## src/rtl/ctx_trigger_ctrl.sv

```systemverilog
module ctx_trigger_ctrl #(
  parameter int TRIG_W = 14,
  parameter int LINE_W = 13,
  parameter int LVL_W  = 15
) (
  input  logic              clk,
  input  logic              rst_n,
  input  logic              cmd_start,
  input  logic              cmd_stop,
  input  logic              cmd_flush,
  input  logic              idle_req,
  input  logic [1:0]        cfg_mode,
  input  logic              cfg_oneshot,
  input  logic              cfg_autoflush,
  input  logic [TRIG_W-1:0] cfg_trigger,
  input  logic [LINE_W-1:0] cfg_last_line,
  input  logic [LVL_W-1:0]  buf_level,
  input  logic              xfer_busy,
  input  logic              xfer_done,
  output logic              ctx_en,
  output logic              wr_req,
  output logic              rd_req,
  output logic [LINE_W-1:0] line,
  output logic              done
);
  localparam logic [1:0] MODE_WR = 2'd0;
  localparam logic [1:0] MODE_RD = 2'd1;

  logic start_pend, stop_pend, flush_pend, flush_act;
  logic eff_stop, eff_start, eff_flush, xlate, at_last, adv, lvl_zero, above;

  assign eff_stop  = cmd_stop | stop_pend;
  assign eff_start = (cmd_start | start_pend) & ~eff_stop;
  assign eff_flush = cmd_flush | (idle_req & cfg_autoflush) | flush_pend;
  assign xlate     = (cfg_mode == MODE_WR) | (cfg_mode == MODE_RD);
  assign at_last   = line == cfg_last_line;
  assign adv       = ctx_en & xlate & xfer_done;
  assign lvl_zero  = buf_level == '0;
  assign above     = {1'b0, buf_level} >= {{(LVL_W+1-TRIG_W){1'b0}}, cfg_trigger};

  assign wr_req = ctx_en & (cfg_mode == MODE_WR) & (above | (flush_act & ~lvl_zero));
  assign rd_req = ctx_en & (cfg_mode == MODE_RD) & ~above;
  assign done   = adv & at_last;

  always_ff @(posedge clk or negedge rst_n) begin
    if (!rst_n) begin
      start_pend <= 1'b0;
      stop_pend  <= 1'b0;
      flush_pend <= 1'b0;
      flush_act  <= 1'b0;
      ctx_en     <= 1'b0;
      line       <= '0;
    end else begin
      start_pend <= eff_start & xfer_busy;
      stop_pend  <= eff_stop & xfer_busy;
      flush_pend <= eff_flush & xfer_busy;
      if (adv) begin
        line <= at_last ? '0 : line + 1'b1;
        if (at_last && cfg_oneshot) ctx_en <= 1'b0;
      end
      if (!ctx_en || cfg_mode != MODE_WR || lvl_zero) flush_act <= 1'b0;
      else if (eff_flush && !xfer_busy)               flush_act <= 1'b1;
      if (!xfer_busy) begin
        if (eff_stop) ctx_en <= 1'b0;
        else if (eff_start) begin
          ctx_en    <= 1'b1;
          line      <= '0;
          flush_act <= 1'b0;
        end
      end
    end
  end


  req_excl_chk: assert property (@(posedge clk) disable iff (!rst_n) !(wr_req && rd_req));

  stop_boundary_chk: assert property (@(posedge clk) disable iff (!rst_n)
    cmd_stop && !xfer_busy |=> !ctx_en);

  busy_hold_chk: assert property (@(posedge clk) disable iff (!rst_n)
    xfer_busy && !xfer_done |=> ctx_en == $past(ctx_en));

  oneshot_off_chk: assert property (@(posedge clk) disable iff (!rst_n)
    done && cfg_oneshot && !cmd_start && !start_pend |=> !ctx_en);

  line_wrap_chk: assert property (@(posedge clk) disable iff (!rst_n) done |=> line == '0);

  start_boundary_chk: assert property (@(posedge clk) disable iff (!rst_n)
    cmd_start && !cmd_stop && !stop_pend && !xfer_busy |=> ctx_en && line == '0);

  direct_idle_chk: assert property (@(posedge clk) disable iff (!rst_n)
    cfg_mode[1] |-> !wr_req && !rd_req && !done);
endmodule

```

## config.mk

```make
export PLATFORM = sky130hd
export DESIGN_NAME = ctx_trigger_ctrl
export DESIGN_NICKNAME = d
export VERILOG_FILES = /design/src/rtl/ctx_trigger_ctrl.sv
export SDC_FILE = /design/constraint.sdc
export NUM_CORES = 1
export LEC_CHECK = 0
export BUFFER_PORTS_ARGS = -buffer_cell sky130_fd_sc_hd__buf_2
export CORE_MARGIN = 2
export CORE_UTILIZATION = 49
export CTS_CLUSTER_SIZE = 30
export DETAILED_ROUTE_END_ITERATION = 8
export HOLD_SLACK_MARGIN = 0.15
export PLACE_DENSITY = 0.82
export SLEW_MARGIN = 10
export SYNTH_ARGS = -nofsm -noshare
export SYNTH_HDL_FRONTEND = slang
export SYNTH_SLANG_ARGS = --single-unit
```

## constraint.sdc

```tcl
create_clock -name clk -period 3.3 [get_ports clk]
set_clock_uncertainty 0.15 [all_clocks]
set_input_delay 0.66 -clock clk [delete_from_list [all_inputs] [get_ports clk]]
set_output_delay 0.66 -clock clk [all_outputs]
set_load 0.02 [all_outputs]
```

==> results.md, run 1 <==
* Least-Margin Pin Slew at 460.4 ps
* RePlAce Congestion at 0.8302
* Syn. warnings at 0
* Synth unique cells at 30
* Starting Density at 0.5135
* Rows at 19
* Worst min-delay path category: reg -> reg
* CP Cell Sequence: buf_2, inv_1, ha_1, a21oi_1, nor2_1, a2111oi_0, o21ai_0, a211oi_1, buf_2
* Skew-Pair Late Insertion Delay at 280 ps
* Core Region at 0.002734 mm²
* Post-DP HPWL at 2716 µm
* Antenna Cells at 0
* Worst R2R Start: line[2]$_DFF_PN0_
* Initial drt markers at 12
* # clock sinks at 18
* Critical path's slowest cell: a2111oi_0
* Setup slack at placement at 219.4 ps
* Fin nets at 302
* Worst Hold Path EP: stop_pend$_DFF_PN0_
* CTS max path bufs at 2
* Unrepaired setup endpoints after global routing: no
* Boundary pin count at 71
* Hold path depth at 2
* Slew HR at 0.6851
* Vias after detailed routing at 1377
* F_max at 317.5 MHz
* Final wirelength at 3125 µm
* Final Max Slew Viols at 0
* Vias per inst at 5.236
* Tmin final at 3150 ps
* CTS tree: built
* Seq cells post-synth at 18
* Final ANT Viol Nets at 0
* Inserted Clock Buffers at 3
* Number of global-route vias before repair at 1329
* Wire per inst at 11.88 µm
* CP Capture Type: output port
* Reg2reg end: line[8]$_DFF_PN0_
* Flop2flop setup slack at 1380 ps
* H-tree levels at 1
* Root Driver: clkbuf_4
* TNS Setup at 0 ps
* Die footprint at 0.003309 mm²
* First-pass GRT wire length at 5478 µm
* CP Launch Type: input pin
* Total grt overflow at 0
* Power Density at 308.7 mW/mm²
* Antenna violations before repair at 0
* HP Start: stop_pend$_DFF_PN0_
* R2R cell count at 5
* Area grow syn2layout at 29.41%
* # setup viols final at 0
* Crit path top cell by count: buf_2
* Status: finished clean
* Syn_nets at 228
* Leak pwr at 1.003 nW
* Worst setup margin at 150.0 ps
* Max Cap Viol at 0
* Post-Syn Area at 0.001404 mm²
* Pin count of the biggest net entering global routing at 19
* Mean Syn Cell Area at 8.829 µm²
* WP data arrival at 2340 ps
* Die H at 57.53 µm
* Crit share post-route at 0.9545
* CP required at 2490 ps
* GRT Total Usage at 0.2102
* Post-Place Cells at 258
* Mapped Cells at 159
* Seq/Total Area, Yosys at 0.3209
* DRT Pass-1 Iters at 4
* Port Buf Inserts at 70
* Max incr delay on CP at 430 ps
* Clock transition at path regs at 100 ps
* WS Path Type: in -> out
* Fin cells at 263
* Fillcell total at 236
* Worst Path Max Fanout at 2
* Proportion of layout cells with a drive suffix above 1 at 0.3362
* DRC at 0
* Peak supply drop at 267.4 µV
* Die width at 57.53 µm
* Post-CTS Setup Bufs at 0
* Final hold violations at 0
-- worst max path at each step --
| stage | startpoint | endpoint | slack [ps] | depth (start not counted) |
|---|---|---|---|---|
| 3_3_place_gp | cfg_trigger[4] | rd_req | 200 | 9 |
| 3_5_place_dp | cfg_trigger[2] | rd_req | 220 | 9 |
| 2_1_floorplan | cfg_trigger[4] | rd_req | 330 | 7 |
| 6_report | cfg_trigger[4] | rd_req | 150 | 9 |
| 5_1_grt | cfg_trigger[2] | rd_req | 20 | 9 |
| 4_1_cts | cfg_trigger[4] | rd_req | 200 | 9 |
-- cells in the mapped netlist --
cell type	count	area [µm²]
xnor2_1	16	140.1
dfrtp_1	18	450.4
xnor2_2	1	16.27
nor4_2	1	12.51
nand2_1	9	33.78
a31o_2	1	8.760
ha_1	15	187.7
nor3b_1	1	7.510
xor2_1	8	70.07
nand4b_1	2	17.52
a211oi_1	4	30.03
nand3b_1	3	22.52
o21ai_0	3	15.01
and3_1	4	25.02
a2111oi_0	1	8.760
nor3_1	3	15.01
or2_1	1	6.260
nand3_1	2	10.01
mux2i_1	1	10.01
inv_1	17	63.81
a21o_1	1	7.510
a21oi_1	5	25.02
o2bb2ai_1	1	8.760
nor4_1	3	18.77
nand4_1	9	56.30
nor2_1	24	90.09
and3b_1	1	8.760
o41ai_1	1	8.760
buf_6	2	22.52
or2_2	1	6.260
-- flip-flops by register name, summed over array words and instances (netlist names) --
signal / count
start_pend: 1
flush_pend: 1
flush_act: 1
line: 13
ctx_en: 1
stop_pend: 1
-- routing by layer --
layer / GRT usage / routed length (µm)
met4: 0.04651 / 23
met1: 0.2658 / 1397
met3: 0.05442 / 146
met5: 0 / 0
met2: 0.3604 / 1558
-- metrics by stage --
step           total power, mW  area, µm²  utilization  hold WS (ps)
5_1_grt                 0.5991       1817       0.6645         403.4
2_1_floorplan           0.3638       1404            -         214.4
4_1_cts                 0.5693       1817       0.6645         358.2
3_3_place_gp            0.4297       1770       0.6476         329.6
3_5_place_dp            0.4350       1770       0.6476         335.3
6_report                0.5608       1817       0.6645         354.0
-- kinds of logic (layout without fill, tap and decap cells) --
| kind of cell | Yosys count | in the layout | synth area share |
|---|---|---|---|
| AO/OA/AOI/OAI | 17 | 17 | 0.08022 |
| XOR/XNOR | 25 | 25 | 0.1613 |
| adder cells (fa/ha/maj) | 15 | 15 | 0.1337 |
| buffers and inverters | 19 | 92 | 0.06150 |
| flip-flops | 18 | 18 | 0.3209 |
| multiplexers | 1 | 1 | 0.007130 |
| AND/OR/NAND/NOR | 64 | 64 | 0.2353 |
-- where the power goes --
group / switching, mW / internal (mW)
Clock: 0.0645 / 0.0671
Combinational: 0.0867 / 0.0822
Sequential: 0.0242 / 0.236
-- cell type report --
class	count	area [µm²]	share of cell area
multi-input combinational	122	867.1	0.4773
sequential	18	450.4	0.2479
timing repair buffer	71	360.3	0.1983
inverter	17	63.81	0.03512
tap	31	38.79	0.02135
clock buffer	4	36.28	0.01997
-- cells in the final DEF, fill, tap and decap left out --
master and instances:
a21oi_1 5, o41ai_1 1, dfrtp_1 18, nor4_2 1, dlygate4sd3_1 1, clkbuf_8 1
nor3_1 3, or2_2 1, xnor2_1 16, a211oi_1 4, xor2_1 8, and3_1 4
o21ai_0 3, nor4_1 3, nand4_1 9, nand2_1 9, nand3_1 2, mux2i_1 1
nand3b_1 3, clkbuf_4 3, a31o_2 1, nor3b_1 1, nor2_1 24, a21o_1 1
o2bb2ai_1 1, buf_2 70, a2111oi_0 1, ha_1 15, nand4b_1 2, xnor2_2 1
or2_1 1, and3b_1 1, inv_1 17
-- worst max-delay path, delay by kind of cell --
| family | cells | cell delay [ps] |
|---|---|---|
| adder cells (fa/ha/maj) | 1 | 290 |
| buffers and inverters | 3 | 300 |
| AO/OA/AOI/OAI | 4 | 1030 |
| AND/OR/NAND/NOR | 1 | 50 |
-- timing repair --
action,4_1_cts,5_1_grt
resized for setup,0,0
endpoints found under the hold margin,18,0
setup endpoints to repair,0,0
hold buffers,1,0
(Power assumes the default switching activity.)
==> run 2: changes to the inputs <==
Settings changed: PLACE_DENSITY 0.82 to 0.95.
==> results.md, run 2 (same netlist as run 1, synthesis figures left out) <==
* CP required at 2490 ps
* Post-Place Cells at 258
* Number of global-route vias before repair at 1344
* Most common cell after layout, fill and taps aside: buf_2
* Die width at 57.53 µm
* Fin nets at 302
* Fin cells at 263
* Gates resized, CTS repair at 0
* Initial drt markers at 15
* Worst min-delay path category: reg -> reg
* CTS tree: built
* Worst Path Max Fanout at 3
* Crit share post-route at 0.9229
* DRC at 0
* Die H at 57.53 µm
* Final Max Slew Viols at 0
* Proportion of layout cells with a drive suffix above 1 at 0.3362
* CTS max path bufs at 2
* Final wirelength at 3268 µm
* GRT Total Usage at 0.2107
* Least-Margin Pin Slew at 404.6 ps
* Boundary pin count at 71
* Final hold violations at 0
* Vias after detailed routing at 1387
* Post-CTS Hold Buffers at 1
* Setup slack at placement at 252.6 ps
* Max reg flops at 13
* F_max at 328.4 MHz
* Critical path's slowest cell: ha_1
* Power Density at 313.7 mW/mm²
* Pin count of the biggest net entering global routing at 19
* Starting Density at 0.5135
* Max incr delay on CP at 320 ps
* RePlAce Congestion at 0.8525
* Wire per inst at 12.43 µm
* Vias per inst at 5.274
* Worst setup margin at 254.6 ps
* Post-CTS Setup Bufs at 0
* Post-DP HPWL at 2764 µm
* Unrepaired setup endpoints after global routing: no
* Slew HR at 0.7267
* WS Path Type: in -> out
* Skew-Pair Late Insertion Delay at 300 ps
* H-tree levels at 1
* Peak supply drop at 328.8 µV
* Antenna violations before repair at 0
* Most frequent cells in the layout: 70 x buf_2, 24 x nor2_1, 18 x dfrtp_1
* Clock transition at path regs at 100 ps
* Area grow syn2layout at 29.41%
* DRT Pass-1 Iters at 4
* Finished Core Util at 0.6645
* First-pass GRT wire length at 5464 µm
* Max Cap Viol at 0
* # clock sinks at 18
* # setup viols final at 0
* Total grt overflow at 0
* Core Region at 0.002734 mm²
* WP data arrival at 2240 ps
* CP Cell Sequence: buf_2, inv_1, ha_1, a21oi_1, a21oi_1, a2111oi_0, o21ai_0, a211oi_1, buf_2
* CP Capture Type: output port
* Port Buf Inserts at 70
* Inserted Clock Buffers at 3
* Antenna Cells at 0
* Final ANT Viol Nets at 0
* Die footprint at 0.003309 mm²
* Rows at 19
* Leak pwr at 1.003 nW
* CP Launch Type: input pin
* Tmin final at 3045 ps
* TNS Setup at 0 ps
* Status: finished clean
* Biggest register: line
* Root Driver: clkbuf_4
-- run 2: cell counts in the layout (fill, tap and decap cells not counted) --
Identical to the previous run, type by type.
-- run 2: layer usage --
metal	GRT usage	share of wire	vias up
met2	0.3815	0.51	52
met4	0.08306	0.021	0
li1	-	-	695
met3	0.04308	0.062	7
met5	0	0	-
met1	0.2397	0.41	633
-- run 2: final timing paths --
kind                                       from                    to  slack [ps]  cells after the start
max in group asynchronous                 rst_n     line[0]$_DFF_PN0_        2060                      2
min in group asynchronous                 rst_n    line[10]$_DFF_PN0_         650                      2
max reg2reg                   line[2]$_DFF_PN0_     line[5]$_DFF_PN0_        1420                      5
min reg2reg                flush_pend$_DFF_PN0_  flush_pend$_DFF_PN0_         360                      2
min                        flush_pend$_DFF_PN0_  flush_pend$_DFF_PN0_         360                      2
max                              cfg_trigger[2]                rd_req         250                      9
-- run 2: metrics by stage --
stage	hold WS (ps)	instance area (µm²)	power (mW)
detailed placement	343.1	1770	0.4370
CTS	365.2	1817	0.5738
global route	403.1	1817	0.6062
global placement	324.9	1770	0.4281
floorplan	214.4	1404	0.3638
finish	357.1	1817	0.5698
-- run 2: critical path: cells and delay by family --
family / cells / cell delay [ps]
buf+inv: 3 / 310
compound gates: 5 / 940
fa+ha+maj: 1 / 320
-- run 2: report_power, final --
| part | total [mW] | switching [mW] | internal (mW) |
|---|---|---|---|
| Clock | 0.136 | 0.0689 | 0.0674 |
| Sequential | 0.260 | 0.0243 | 0.236 |
| Combinational | 0.173 | 0.0896 | 0.0835 |
-- run 2: final cells by class --
cell class              count  area (µm²)
clock buffers               4       36.28
fillers                   233       917.1
inverters                  17       63.81
multi-input cells         122       867.1
flip-flops and latches     18       450.4
well taps                  31       38.79
repair buffers             71       360.3
